--- config.mk ---
export PLATFORM = sky130hd
export DESIGN_NAME = cfg_phase_seq
export DESIGN_NICKNAME = d
export VERILOG_FILES = /design/src/rtl/cfgseq_pkg.sv /design/src/rtl/cfgseq_msel.sv /design/src/rtl/cfgseq_regs.sv /design/src/rtl/cfgseq_fsm.sv /design/src/rtl/cfg_phase_seq.sv
export SDC_FILE = /design/constraint.sdc
export NUM_CORES = 1
export LEC_CHECK = 0
export BUFFER_PORTS_ARGS = -buffer_cell sky130_fd_sc_hd__buf_4
export CAP_MARGIN = 20
export CORE_MARGIN = 10
export CORE_UTILIZATION = 30
export CTS_BUF_LIST = sky130_fd_sc_hd__clkbuf_16
export DETAILED_ROUTE_END_ITERATION = 10
export MAX_ROUTING_LAYER = met4
export PLACE_DENSITY = 0.67
export SYNTH_ARGS = -nofsm -noshare
export SYNTH_HDL_FRONTEND = slang
export SYNTH_HIERARCHICAL = 1
export SYNTH_SLANG_ARGS = --single-unit
--- constraint.sdc ---
create_clock -name clk -period 1.83 [get_ports clk]
set_input_delay 0 -clock clk [delete_from_list [all_inputs] [get_ports clk]]
set_output_delay 0 -clock clk [all_outputs]
set_load 0.02 [all_outputs]
--- src/rtl/cfgseq_pkg.sv ---
// Shared types and decode helpers for the configuration phase sequencer.
// Assumes a 5-bit mode-select code and the fixed control bit layout below.
package cfgseq_pkg;

    localparam int MSEL_W = 5;

    // Control word bit positions; the host software depends on these.
    localparam int CB_EN    = 0;
    localparam int CB_NCE   = 1;
    localparam int CB_PULL  = 2;
    localparam int CB_RATLO = 6;
    localparam int CB_DPATH = 8;
    localparam int CB_WIDE  = 9;

    typedef enum logic [2:0] {
        PH_PWRUP = 3'd0,
        PH_RESET = 3'd1,
        PH_CFG   = 3'd2,
        PH_INIT  = 3'd3,
        PH_USER  = 3'd4,
        PH_UNK   = 3'd5
    } phase_t;

    typedef struct packed {
        logic       wide;
        logic       dpath;
        logic [1:0] ratio;
        logic       pull;
        logic       nce;
        logic       en;
    } ctrl_t;

    // A code is supported when bit 4 is clear and the low pair is not 3.
    function automatic logic msel_valid(input logic [MSEL_W-1:0] m);
        return (m[4] == 1'b0) && (m[1:0] != 2'b11);
    endfunction

    // Ratio that a supported code calls for.
    function automatic logic [1:0] msel_ratio(input logic [MSEL_W-1:0] m);
        return (m[1:0] == 2'b00) ? 2'd0 : (m[1:0] + {1'b0, m[3]});
    endfunction

endpackage

--- src/rtl/cfgseq_msel.sv ---
// Registers the mode-select pins and flags whether the code is supported
// and whether the control ratio and width agree with it.
// Assumes the pins are quasi-static and already synchronous to clk.
module cfgseq_msel
    import cfgseq_pkg::*;
(
    input  logic              clk,
    input  logic              rst_n,
    input  logic [MSEL_W-1:0] pins,
    input  logic [1:0]        ctrl_ratio,
    input  logic              ctrl_wide,
    output logic [MSEL_W-1:0] msel_q,
    output logic              code_ok,
    output logic              code_match
);

    // Sample the pins once per clock.
    always_ff @(posedge clk) begin
        if (!rst_n) msel_q <= '0;
        else        msel_q <= pins;
    end

    // Decode the support and agreement flags from the sampled code.
    always_comb begin
        code_ok    = msel_valid(msel_q);
        code_match = code_ok && (ctrl_wide == msel_q[3]) &&
                     (ctrl_ratio == msel_ratio(msel_q));
    end

endmodule

--- src/rtl/cfgseq_regs.sv ---
// Holds the control word, packs and unpacks it, and forms the read mux.
// Assumes single-cycle bus accesses; reads are combinational.
module cfgseq_regs
    import cfgseq_pkg::*;
#(
    parameter int DATA_W = 32,
    parameter int ADDR_W = 2
) (
    input  logic              clk,
    input  logic              rst_n,
    input  logic              bus_sel,
    input  logic              bus_wr,
    input  logic [ADDR_W-1:0] bus_addr,
    input  logic [DATA_W-1:0] bus_wdata,
    output logic [DATA_W-1:0] bus_rdata,
    input  phase_t            phase,
    input  logic [MSEL_W-1:0] msel_q,
    input  logic              code_ok,
    input  logic              code_match,
    output ctrl_t             ctrl_q
);

    localparam logic [ADDR_W-1:0] A_STAT = ADDR_W'(0);
    localparam logic [ADDR_W-1:0] A_CTRL = ADDR_W'(1);

    logic [DATA_W-1:0] ctrl_word;
    logic [DATA_W-1:0] stat_word;
    logic              unused_wdata;

    assign unused_wdata = ^bus_wdata;

    // Capture a host write to the control word.
    always_ff @(posedge clk) begin
        if (!rst_n) begin
            ctrl_q <= '0;
        end else if (bus_sel && bus_wr && bus_addr == A_CTRL) begin
            ctrl_q.en    <= bus_wdata[CB_EN];
            ctrl_q.nce   <= bus_wdata[CB_NCE];
            ctrl_q.pull  <= bus_wdata[CB_PULL];
            ctrl_q.ratio <= bus_wdata[CB_RATLO+1:CB_RATLO];
            ctrl_q.dpath <= bus_wdata[CB_DPATH];
            ctrl_q.wide  <= bus_wdata[CB_WIDE];
        end
    end

    // Pack both words into their bus layouts.
    always_comb begin
        ctrl_word = '0;
        ctrl_word[CB_EN]                 = ctrl_q.en;
        ctrl_word[CB_NCE]                = ctrl_q.nce;
        ctrl_word[CB_PULL]               = ctrl_q.pull;
        ctrl_word[CB_RATLO+1:CB_RATLO]   = ctrl_q.ratio;
        ctrl_word[CB_DPATH]              = ctrl_q.dpath;
        ctrl_word[CB_WIDE]               = ctrl_q.wide;
        stat_word = '0;
        stat_word[2:0]                   = phase;
        stat_word[3+MSEL_W-1:3]          = msel_q;
        stat_word[3+MSEL_W]              = code_ok;
        stat_word[3+MSEL_W+1]            = code_match;
    end

    // Select the word to return on a read.
    always_comb begin
        bus_rdata = '0;
        if (bus_sel && !bus_wr) begin
            if (bus_addr == A_STAT)      bus_rdata = stat_word;
            else if (bus_addr == A_CTRL) bus_rdata = ctrl_word;
        end
    end

endmodule

--- src/rtl/cfgseq_fsm.sv ---
// Phase state machine: power-up hold, reset on pull, configuration,
// initialization with a post-done clock count, and user mode.
// Assumes done is synchronous to clk; enable low freezes every move.
module cfgseq_fsm
    import cfgseq_pkg::*;
#(
    parameter int PWRUP_CYC = 8,
    parameter int POST_CLKS = 4
) (
    input  logic   clk,
    input  logic   rst_n,
    input  logic   en,
    input  logic   pull,
    input  logic   done,
    output phase_t phase
);

    localparam int CNT_MAX = (PWRUP_CYC > POST_CLKS) ? PWRUP_CYC : POST_CLKS;
    localparam int CNT_W   = $clog2(CNT_MAX + 1);
    localparam logic [CNT_W-1:0] PWR_LAST  = CNT_W'(PWRUP_CYC - 1);
    localparam logic [CNT_W-1:0] POST_LAST = CNT_W'(POST_CLKS - 1);

    logic [CNT_W-1:0] cnt;

    // Advance the phase and its shared cycle counter.
    always_ff @(posedge clk) begin
        if (!rst_n) begin
            phase <= PH_PWRUP;
            cnt   <= '0;
        end else if (phase == PH_PWRUP) begin
            if (cnt == PWR_LAST) begin
                phase <= PH_RESET;
                cnt   <= '0;
            end else begin
                cnt <= cnt + 1'b1;
            end
        end else if (en && pull) begin
            phase <= PH_RESET;
            cnt   <= '0;
        end else if (en) begin
            unique case (phase)
                PH_RESET: phase <= PH_CFG;
                PH_CFG: begin
                    if (done) begin
                        phase <= PH_INIT;
                        cnt   <= '0;
                    end
                end
                PH_INIT: begin
                    if (cnt == POST_LAST) begin
                        phase <= PH_USER;
                        cnt   <= '0;
                    end else begin
                        cnt <= cnt + 1'b1;
                    end
                end
                default: phase <= phase;
            endcase
        end
    end

endmodule

--- src/rtl/cfg_phase_seq.sv ---
// Top of the configuration phase sequencer: control/status registers,
// mode-select check and phase state machine.
// Assumes a single clock domain and a synchronous active-low reset.
module cfg_phase_seq
    import cfgseq_pkg::*;
#(
    parameter int DATA_W    = 32,
    parameter int ADDR_W    = 2,
    parameter int PWRUP_CYC = 8,
    parameter int POST_CLKS = 4
) (
    input  logic              clk,
    input  logic              rst_n,
    input  logic              bus_sel,
    input  logic              bus_wr,
    input  logic [ADDR_W-1:0] bus_addr,
    input  logic [DATA_W-1:0] bus_wdata,
    output logic [DATA_W-1:0] bus_rdata,
    input  logic [4:0]        msel_pins,
    input  logic              fabric_done,
    output logic              data_path_go,
    output logic [2:0]        phase_o
);

    ctrl_t             ctrl_q;
    phase_t            phase;
    logic [MSEL_W-1:0] msel_q;
    logic              code_ok;
    logic              code_match;

    cfgseq_regs #(.DATA_W(DATA_W), .ADDR_W(ADDR_W)) u_regs (
        .clk        (clk),
        .rst_n      (rst_n),
        .bus_sel    (bus_sel),
        .bus_wr     (bus_wr),
        .bus_addr   (bus_addr),
        .bus_wdata  (bus_wdata),
        .bus_rdata  (bus_rdata),
        .phase      (phase),
        .msel_q     (msel_q),
        .code_ok    (code_ok),
        .code_match (code_match),
        .ctrl_q     (ctrl_q)
    );

    cfgseq_msel u_msel (
        .clk        (clk),
        .rst_n      (rst_n),
        .pins       (msel_pins),
        .ctrl_ratio (ctrl_q.ratio),
        .ctrl_wide  (ctrl_q.wide),
        .msel_q     (msel_q),
        .code_ok    (code_ok),
        .code_match (code_match)
    );

    cfgseq_fsm #(.PWRUP_CYC(PWRUP_CYC), .POST_CLKS(POST_CLKS)) u_fsm (
        .clk   (clk),
        .rst_n (rst_n),
        .en    (ctrl_q.en),
        .pull  (ctrl_q.pull),
        .done  (fabric_done),
        .phase (phase)
    );

    // Expose the phase and gate the data path on enable and phase.
    always_comb begin
        phase_o      = phase;
        data_path_go = ctrl_q.en && ctrl_q.dpath && (phase == PH_CFG);
    end

endmodule

# == Word level (Yosys, flattened, before mapping) ==
# Index checks and enable logic that the tools add are counted.
# Widths: inputs -> output; s select.
# word_totals
out_inout_bits,36
wordCells,60
reg_bits,19
inputBits,44
# classes
n_addsub,2
bitwise,1
n_reduce_logical,18
muxes,18
n_eq_ne,12
# ops
cell,n
$mux 32,2
$mux 4,6
$mux 3,6
$mux 10,1
$logic_and 1x1->1,9
$pmux 3 s3,1
$pmux 4 s2,1
$eq 3x2->1 const B,2
$reduce_and 5->1,1
$reduce_bool 5->1,1
$add 4x1->4 const B,1
$eq 4x2->1 const B,1
$eq 4x3->1 const B,1
$logic_not 2->1,2
$ne 2x2->1 const B,2
$ne 4x1->1 const B,1
$ne 4x2->1 const B,1
$reduce_bool 4->1,1
$eq 3x1->1 const B,1
$logic_not 3->1,1
$reduce_and 3->1,1
$reduce_bool 3->1,1
$add 2x1->2,1
$eq 2x1->1 const B,1
5 further kinds,5

# == Depth between registers and ports, before layout ==
# Gate-level depths: netlist (run 1).
# depth
word_depth,6
depth_mapped,6
mapped_depth_nobuf,6

# == Hierarchy ==
# The synthesis (run 1) kept the hierarchy.
# by_module_without_submodules
module,seq_area_each_um2,n_inst,cells_per_inst,area_per_inst_um2
cfgseq_regs,140.1,1,74,610.6
cfgseq_fsm,140.1,1,59,521.8
cfgseq_msel,100.1,1,21,211.5
cfg_phase_seq,0.0,1,2,12.5

# == Worst setup path before layout (run 1) ==
# Ideal clock, no wire load.
# synth_path
path_type,reg-to-reg
from,register u_fsm.phase[2]
to,register u_fsm.phase[0]
path_slack_ns,0.280
path_stages_with_launch,6
setup_time_ns,0.117
arrival_ns,1.432
n_path_buf,1
required_ns,1.713
path_cell_list,dfxtp_1 -> buf_6 -> or4_1 -> o41ai_1 -> a311oi_2 -> a32o_1
# synth_between
elab_chain_len,5
# synth_rtl
element,line,source
from (decl),cfgseq_fsm.sv:15,output phase_t phase
from (signal assigned),cfgseq_fsm.sv:57,default: phase <= phase;
$eq 3x2->1 or $eq 3x1->1 (tied branches),cfgseq_fsm.sv:41,unique case (phase)
$pmux 3 s3,cfgseq_fsm.sv:41,
$mux 3,cfgseq_fsm.sv:40,end else if (en) begin
$mux 3,cfgseq_fsm.sv:37,end else if (en && pull) begin
$mux 3,cfgseq_fsm.sv:30,end else if (phase == PH_PWRUP) begin
# Several ways; a longest one is shown, not always the timed one. The select of a mux whose other input is x is not followed.
# A chain may end at the register's enable or synchronous reset.

# == Worst setup path in the final report (run 1) ==
# layout_path
from,register u_msel.msel_q[0]
to,output bus_rdata[9]
# layout_between
elab_chain_len,6
# layout_rtl
element,line,source
from (decl),cfgseq_msel.sv:12,"output logic [MSEL_W-1:0] msel_q,"
from (signal assigned),cfgseq_msel.sv:20,else msel_q <= pins;
$add 2x1->2 (tied with other cells),cfgseq_pkg.sv:40,"return (m[1:0] == 2'b00) ? 2'd0 : (m[1:0] + {1'b0, m[3]});"
$mux 2 or $logic_and 1x1->1 (tied branches),"cfgseq_pkg.sv:40, cfgseq_pkg.sv:35",
$eq 2x2->1 or $logic_and 1x1->1 (tied branches),"cfgseq_msel.sv:27, cfgseq_msel.sv:26",
$logic_and 1x1->1 (*),cfgseq_msel.sv:26,code_match = code_ok && (ctrl_wide == msel_q[3]) &&
via code_match,cfg_phase_seq.sv:29,logic code_match;
$mux 32 (*),cfgseq_regs.sv:66,if (bus_addr == A_STAT) bus_rdata = stat_word;
$mux 32 (*),cfgseq_regs.sv:65,if (bus_sel && !bus_wr) begin
to (decl),cfg_phase_seq.sv:18,"output logic [DATA_W-1:0] bus_rdata,"
# The timed path passes the listed nets; every way through them passes the cells marked *.

==> results of run 1 <==
## worst max-delay path, cell delays in order (launching register included)
cell	delay, ps
dfxtp_1	340
ha_1	220
nand2b_1	160
a21oi_1	130
and4bb_2	240
mux2i_1	130
nor2_1	60
buf_4	170
## metrics by stage
stage | power (uW) | util (%) | setup slack [ps]
after floorplan | 605 | - | 280
after global placement | 615 | 35.4 | 240
after detailed placement | 618 | 35.4 | 219
after CTS | 1080 | 38.4 | 121
after global routing | 1130 | 38.4 | 6.02
final | 1070 | 38.4 | 133
## final cells by class
cell class	count	area, um2	share of cell area [%]
sequential	19	380	22.7
multi-input combinational	125	823	49.2
clock buffer	3	75.1	4.49
tap	52	65.1	3.89
clock inverter	1	5.00	0.299
inverter	3	11.3	0.673
timing repair buffer	40	313	18.7
## cell families after synthesis
group,share of synthesized area (%)
AND/OR/NAND/NOR,24.7
XOR/XNOR,1.29
multiplexers,11.2
buffers and inverters,17.1
other,0.276
flip-flops,28.0
adder cells (fa/ha/maj),1.84
AO/OA/AOI/OAI,15.6
## registers in the layout (all words and copies together), names as in the netlist
register,cells
u_fsm/cnt,4
u_msel/msel_q,5
u_regs/ctrl_q,7
u_fsm/phase,3
## metal layers
layer | track usage [%] | vias up | wire length, um
li1 | - | 584 | -
met1 | 9.90 | 500 | 1410
met2 | 12.2 | 35 | 1470
met3 | 3.18 | 2 | 287
met4 | 3.04 | 0 | 18
met5 | - | - | 0
## synthesized netlist by cell type (3+ instances only)
master / number
mux2i_1: 14
nand3_1: 5
and2_1: 7
a21oi_1: 4
buf_4: 24
nor3b_2: 3
inv_1: 3
nor2_1: 8
dfxtp_1: 19
nand2_1: 22
## power by group
group	total [uW]	internal (uW)	switching [uW]
sequential	446	431	14.9
combinational	173	73.1	100
clock	448	293	155
## path summary, 6_finish.rpt
path	from	to	slack (ps)	cells past startpoint
max	u_msel/msel_q[0]	bus_rdata[9]	130	7
min reg2reg	u_regs/ctrl_q[1]	u_regs/ctrl_q[1]	460	2
max reg2reg	u_fsm/phase[1]	u_fsm/cnt[1]	190	4
min	bus_wdata[1]	u_regs/ctrl_q[1]	3	3
## timing repair
action                     in CTS  in global routing
setup endpoints to repair       0                  0
hold endpoints to repair        5                  0
hold buffers                    5                  0
==> key figures, run 1 <==
Worst setup path
  • Critical path required time: 1830 ps
  • CP Max Fanout: 5
  • CP endpoint kind: output port
  • Crit start category: flip-flop
  • WP data arrival: 1700 ps
  • WS Path Type: reg -> out

Global routing
  • Grt ovf: 0
  • Vias in the first global route: between 1000 and 1500
  • Largest net degree at the start of global routing: 30
  • Gr usage total: 8.25%
  • Initial antenna violation count: 0
  • First-pass GRT wire length: 5090 um

CTS
  • Clock tree from TritonCTS: built
  • Clock transition at path regs: 50 ps
  • Clock sink total: 19
  • Clk root buf: clkbuf_16
  • Clock latency on the worst-skew pair: between 200 and 300 ps
  • Max Root-Sink Buffers: 2
  • CTS buffer count: 3
  • Post-CTS Setup Bufs: 0
  • Post_cts resized: 0
  • H-tree depth: 1

Placement
  • Cell Area, Placed: 1540 um2
  • DP Wirelength: approximately 2500 um
  • Placed insts: 234
  • GPL Wtd Cong: between 0.8 and 0.9
  • Number of I/O port buffers: 32

Worst hold path
  • Worst Hold Class: in -> reg

Die
  • Die area: 7610 um2
  • Core area: 4350 um2
  • FP Rows: 24
  • Die Ht: 87.2 um
  • Initial Util: 31.1%
  • Die Wd: 87.2 um
  • I/O pin cnt: 80

Detailed routing
  • Detailed Route Iter0 Violations: 81
  • Via Count: 1121
  • Total Routed Length: 3180 um
  • ANT nets after route: 0
  • Drt first pass iters: 4
  • WL per Instance: 13.1 um
  • Vias/cell: between 4 and 5
  • Drt drc: 0

Cells and area
  • Fillers: between 400 and 500
  • Layout Cells excl Fill: approximately 240
  • Post-route cell area: 1670 um2
  • Layout cell share with drive strength beyond 1: a little over a quarter
  • Nets@finish: 238
  • Most frequent cells in the layout: buf_4, nand2_1, conb_1
  • Area growth syn-to-layout: 23.3%
  • Commonest non-fill, non-tap cell in the layout: buf_4
  • Ant diodes: 0

Synthesis
  • Syn. warnings: 6
  • Most used DFF post-synth: dfxtp_1
  • Yosys reg bits: 19
  • Post-synth EDFFs: 0
  • Synth top area cells: dfxtp_1, buf_4, mux2i_1
  • Sequential-to-total area share from yosys stat: between 20% and 30%
  • Synth cell types: 45
  • Synth Cell Area: around 1400 um2
  • Post-synth top area cell: dfxtp_1
  • Ys async rst share: 0%
  • Avg Inst Size Synth: ~8.7 um2
  • Synth Instances: 156
  • Top cell type's share of synthesized area: 28.0%

Power
  • Power per cell area: 638 nW/um2
  • VDD IR max: 0.277 mV
  • Leak: 0.000724 uW

STA
  • Fmax achieved: 589 MHz
  • Hold WS: approximately 3.3 ps
  • RSZ-0062 raised after global routing: false
  • Slew Limit Fails: 0
  • Skew final: around 1.6 ps
  • Setup Total Neg Slack: 0 ps
  • Final hold vios: 0
  • Final setup viols: 0
  • Minimum clock period: around 1700 ps
  • Period utilisation layout: 92.7%

Outcome
  • Status: finished, final reports clean

Job
  • Max cap viols: 0
(Power assumes the default switching activity.)
==> run 2: changes to the inputs <==
--- a/config.mk
+++ b/config.mk
@@ -13,6 +13,7 @@
 export DETAILED_ROUTE_END_ITERATION = 10
 export MAX_ROUTING_LAYER = met4
 export PLACE_DENSITY = 0.67
+export REMOVE_ABC_BUFFERS = 1
 export SYNTH_ARGS = -nofsm -noshare
 export SYNTH_HDL_FRONTEND = slang
 export SYNTH_HIERARCHICAL = 1
==> run 2 against run 1 <==
Effect of this change:
- die area unchanged
- register-to-register slack about the same
- global-route usage up 0.52 points
- total power about the same
- critical path type unchanged
- clock skew down 0.53 ps
- critical endpoint unchanged
- clock power about the same
- fmax down 0.94%
==> key figures, run 2 (synthesized netlist as in run 1, its figures left out) <==
Cells and area
  • Most frequent cells in the layout: buf_4, nand2_1, conb_1
  • Utilization after layout: 38.9%
  • Area growth syn-to-layout: 25.0%
  • Max reg flops: 7
  • Commonest non-fill, non-tap cell in the layout: buf_4
  • Multi-input logic area: 823 um2
  • Ant diodes: 0
  • Biggest register: u_regs/ctrl_q
  • Register cell area after layout: 380 um2
  • Fillers: 458
  • Largest regs: u_regs/ctrl_q x7, u_msel/msel_q x5, u_fsm/cnt x4
  • Nets@finish: roughly 240
  • Layout cell share with drive strength beyond 1: about 27%

Outcome
  • Status: finished, final reports clean

Worst hold path
  • WHS Path Cells: 3
  • Min-delay src: bus_wdata[6]
  • WHS Endpoint: u_regs/ctrl_q[3]
  • Worst Hold Class: in -> reg

CTS
  • Max Root-Sink Buffers: 2
  • CTS buffer count: 3
  • H-tree depth: 1
  • Clk root buf: clkbuf_16
  • Clock sink total: 19
  • Post-CTS Setup Bufs: 0
  • Clock tree from TritonCTS: built
  • CTS Hold Bufs: 5
  • Clock latency on the worst-skew pair: 250 ps
  • Clock transition at path regs: 50 ps
  • Post_cts resized: 0

Worst setup path
  • Critical path required time: 1830 ps
  • Reg2reg path depth: 5
  • WS Path Type: reg -> out
  • FF-to-FF setup slack: approximately 190 ps
  • Crit start category: flip-flop
  • WP data arrival: 1710 ps
  • Crit Reg-Reg Startpoint: u_fsm/cnt[0]
  • CP Max Fanout: 5
  • CP endpoint kind: output port
  • Reg2reg end: u_fsm/cnt[0]

STA
  • Skew final: 1.02 ps
  • Final setup viols: 0
  • Minimum clock period: 1710 ps
  • RSZ-0062 raised after global routing: false
  • Setup Total Neg Slack: 0 ps
  • Fmax achieved: between 500 and 600 MHz
  • Period utilisation layout: 93.6%
  • Slew Limit Fails: 0
  • Final hold vios: 0

Power
  • VDD IR max: 0.481 mV
  • Leak: approximately 0.00074 uW
  • Clk pwr share: 41.9%
  • Internal power: 797 uW
  • Seq pwr share: 41.8%
  • Switching portion of total power: 25.3%
  • Combinational power share: 16.3%
  • Power per cell area: 629 nW/um2
  • Net switching power: 270 uW

Die
  • Core area: 4350 um2
  • Die Ht: 87.2 um
  • Initial Util: between 30% and 40%
  • I/O pin cnt: 80
  • Die area: 7610 um2
  • FP Rows: 24
  • Die Wd: 87.2 um

Detailed routing
  • Vias/cell: 4.67
  • Drt drc: 0
  • Via Count: 1148
  • ANT nets after route: 0
  • Total Routed Length: 3270 um
  • Detailed Route Iter0 Violations: 99
  • Drt first pass iters: 4
  • WL per Instance: 13.3 um

Placement
  • GPL Wtd Cong: 0.877
  • Number of I/O port buffers: 32
  • DP Wirelength: 2520 um

Global routing
  • Met1 GRT Util: about a tenth
  • Vias in the first global route: 1150
  • Initial antenna violation count: 0
  • Largest net degree at the start of global routing: 30
  • Top Usage Layer GRT: met2
  • Gr usage total: 8.77%
  • First-pass GRT wire length: 5340 um
  • Met2 track utilization from global routing: 12.9%
  • Grt ovf: 0
  • Met3 Usage GRT: around 2.7%

Job
  • Max cap viols: 0
## run 2: layer usage
metal,wire length [um],part of all wire (%),vias to the layer above
li1,-,-,587
met1,1500,46,518
met2,1480,45,41
met3,249,7.6,2
met4,35,1.1,0
met5,0,0,-
## run 2: layout make-up
cell class | instances | area share, %
inverters | 3 | 0.664
well taps | 52 | 3.84
clock inverters | 1 | 0.295
clock buffers | 3 | 4.43
flip-flops and latches | 19 | 22.4
multi-input cells | 125 | 48.6
repair buffers | 43 | 19.8
## run 2: power groups by stage
stage / clock (uW) / sequential (uW) / combinational (uW)
6_report: 447 / 446 / 174
5_1_grt: 482 / 448 / 192
4_1_cts: 458 / 446 / 173
3_5_place_dp: 0 / 455 / 163
3_3_place_gp: 0 / 454 / 162
2_1_floorplan: 0 / 452 / 104
## run 2: how the worst max path moves through the flow
| stage | start | depth (start not counted) | slack [ps] | endpoint |
|---|---|---|---|---|
| after CTS | u_msel/msel_q[0] | 7 | 100 | bus_rdata[9] |
| after global placement | u_fsm/phase[0] | 5 | 230 | u_fsm/cnt[2] |
| after floorplan | u_fsm/phase[0] | 4 | 170 | u_fsm/cnt[1] |
| after global routing | u_msel/msel_q[0] | 7 | 9 | bus_rdata[9] |
| final | u_msel/msel_q[0] | 7 | 120 | bus_rdata[9] |
| after detailed placement | u_fsm/cnt[0] | 5 | 240 | u_fsm/phase[1] |
## run 2: through the flow
stage	instance area [um2]	std cells	hold WS [ps]	worst slack (ps)	power [uW]
after detailed placement	1570	237	210	239	618
after global routing	1700	246	14.2	9.43	1120
final	1700	246	6.80	117	1070
after global placement	1570	237	206	235	616
after CTS	1700	246	3.19	99.6	1080
after floorplan	1210	147	51.1	170	556
## run 2: worst max-delay path, cell delays in order, from the launching register on
cell      delay (ps)
dfxtp_1          390
ha_1             250
o21ai_1           90
xor2_1           160
and4bb_2         230
mux2i_1           60
nor2_1           110
buf_4            160
==> run 3: changes to the inputs <==
--- a/config.mk
+++ b/config.mk
@@ -8,11 +8,11 @@
 export BUFFER_PORTS_ARGS = -buffer_cell sky130_fd_sc_hd__buf_4
 export CAP_MARGIN = 20
 export CORE_MARGIN = 10
-export CORE_UTILIZATION = 30
+export CORE_UTILIZATION = 43
 export CTS_BUF_LIST = sky130_fd_sc_hd__clkbuf_16
 export DETAILED_ROUTE_END_ITERATION = 10
 export MAX_ROUTING_LAYER = met4
-export PLACE_DENSITY = 0.67
+export PLACE_DENSITY = 0.87
 export REMOVE_ABC_BUFFERS = 1
 export SYNTH_ARGS = -nofsm -noshare
 export SYNTH_HDL_FRONTEND = slang
==> run 3 against run 2 <==
Effect of this change:
- setup slack improved by 3.7 ps
- clock skew hardly changed
- final area is 1.2% lower
==> key figures, run 3 (synthesized netlist as in run 1, its figures left out) <==
Outcome
  • Status: finished, final reports clean

Cells and area
  • Max reg flops: 7
  • Post-route cell area: 1680 um2
  • Largest regs: u_regs/ctrl_q x7, u_msel/msel_q x5, u_fsm/cnt x4
  • Most frequent cells in the layout: buf_4, nand2_1, conb_1
  • Biggest register: u_regs/ctrl_q
  • Area growth syn-to-layout: 23.5%
  • Nets@finish: 239
  • Commonest non-fill, non-tap cell in the layout: buf_4
  • Layout cell share with drive strength beyond 1: 26.0%
  • Utilization after layout: 55.3%

Worst setup path
  • Reg2reg path depth: 5
  • WS Path Type: reg -> out
  • CP endpoint kind: output port
  • Critical path required time: around 1800 ps
  • Crit Reg-Reg Startpoint: u_fsm/cnt[0]
  • Crit start category: flip-flop
  • WP data arrival: between 1500 and 2000 ps
  • FF-to-FF setup slack: 190 ps
  • Reg2reg end: u_fsm/phase[1]
  • CP Max Fanout: 3

STA
  • RSZ-0062 raised after global routing: false
  • PnR worst setup slack: roughly 120 ps
  • Fmax achieved: 585 MHz
  • Final hold vios: 0
  • Minimum clock period: 1710 ps
  • Period utilisation layout: between 90 and 100%
  • Final setup viols: 0
  • Slew Limit Fails: 0
  • Setup Total Neg Slack: 0 ps
  • Skew final: ~0.86 ps

Detailed routing
  • WL per Instance: between 10 and 15 um
  • ANT nets after route: 0
  • Vias/cell: 5.00
  • Detailed Route Iter0 Violations: 114
  • Drt drc: 0
  • Via Count: 1185
  • Total Routed Length: ~3500 um
  • Drt first pass iters: 4

Die
  • I/O pin cnt: 80
  • Die area: 5800 um2
  • FP Rows: 20
  • Die Wd: 76.2 um
  • Initial Util: 44.8%
  • Core area: 3030 um2
  • Die Ht: around 76 um

Placement
  • DP Wirelength: 2480 um
  • Setup WS pre-CTS: 225 ps
  • Cell Area, Placed: 1530 um2
  • Number of I/O port buffers: 32
  • GPL Wtd Cong: about 0.85

CTS
  • Max Root-Sink Buffers: 2
  • Clock sink total: 19
  • Clock latency on the worst-skew pair: 250 ps
  • Clock tree from TritonCTS: built
  • CTS buffer count: 3
  • Clk root buf: clkbuf_16
  • Clock transition at path regs: roughly 50 ps
  • H-tree depth: 1

Worst hold path
  • Worst Hold Class: in -> reg
  • Min-delay src: bus_wdata[1]
  • WHS Path Cells: 3
  • WHS Endpoint: u_regs/ctrl_q[1]

Global routing
  • Largest net degree at the start of global routing: 30
  • Initial antenna violation count: 1
  • First-pass GRT wire length: 5660 um
  • Gr usage total: 11.8%
  • Grt ovf: 0
  • Vias in the first global route: 1201

Job
  • Max cap viols: 0

Power
  • Power per cell area: 645 nW/um2
  • Leak: roughly 0.00073 uW
  • Final Power: 1080 uW
  • VDD IR max: about 0.24 mV
-- run 3: area by class of cell --
cell class	instances	area, um2
Antenna cell	1	2.50
Clock inverter	1	3.75
Timing Repair Buffer	41	323
Tap cell	44	55.1
Multi-Input combinational cell	125	823
Inverter	3	11.3
Clock buffer	3	75.1
Fill cell	270	1350
Sequential cell	19	382
-- run 3: through the flow --
step	instances	hold WS [ps]
2_1_floorplan	147	51.1
3_3_place_gp	226	205
3_5_place_dp	226	206
4_1_cts	236	7.06
5_1_grt	237	21.6
6_report	237	4.84
-- run 3: metal layers --
| layer | routed length (um) | vias to the layer above | part of all wire [%] | GRT usage, % |
|---|---|---|---|---|
| met2 | 1740 | 39 | 50 | 18.5 |
| met4 | 114 | 0 | 3.3 | 7.43 |
| met1 | 1440 | 550 | 41 | 13.3 |
| met5 | 0 | - | 0 | - |
| li1 | - | 587 | - | - |
| met3 | 186 | 9 | 5.3 | 2.83 |
-- run 3: worst max path at each step --
stage                      from      endpoint  slack [ps]  cells past startpoint
6_report       u_msel/msel_q[3]  bus_rdata[9]         120                      7
5_1_grt        u_msel/msel_q[3]  bus_rdata[9]          20                      7
4_1_cts        u_msel/msel_q[0]  bus_rdata[9]         100                      7
3_5_place_dp     u_fsm/phase[0]  u_fsm/cnt[1]         220                      5
3_3_place_gp     u_fsm/phase[0]  u_fsm/cnt[2]         250                      5
2_1_floorplan    u_fsm/phase[0]  u_fsm/cnt[1]         170                      4
-- run 3: where the power goes --
group          leakage (uW)  total [uW]  internal (uW)  switching [uW]
Sequential         0.000156         447            431            15.7
Clock             0.0000423         455            291             164
Combinational      0.000532         178           74.9             103
Total              0.000730        1080            797             283
-- run 3: what timing repair did --
| action | in CTS | in global routing |
|---|---|---|
| hold buffers | 6 | 0 |
| gates resized for setup | 0 | 1 |
| endpoints found under the setup margin | 0 | 1 |
| buffers inserted | 0 | 0 |
| hold endpoints to repair | 6 | 0 |
-- run 3: critical path, cell delays in order (launching register included) --
cell and delay (ps):
dfxtp_1 390, ha_1 250, o21ai_1 90, xor2_1 160, and4bb_2 230, mux2i_1 70, nor2_1 100, buf_4 160
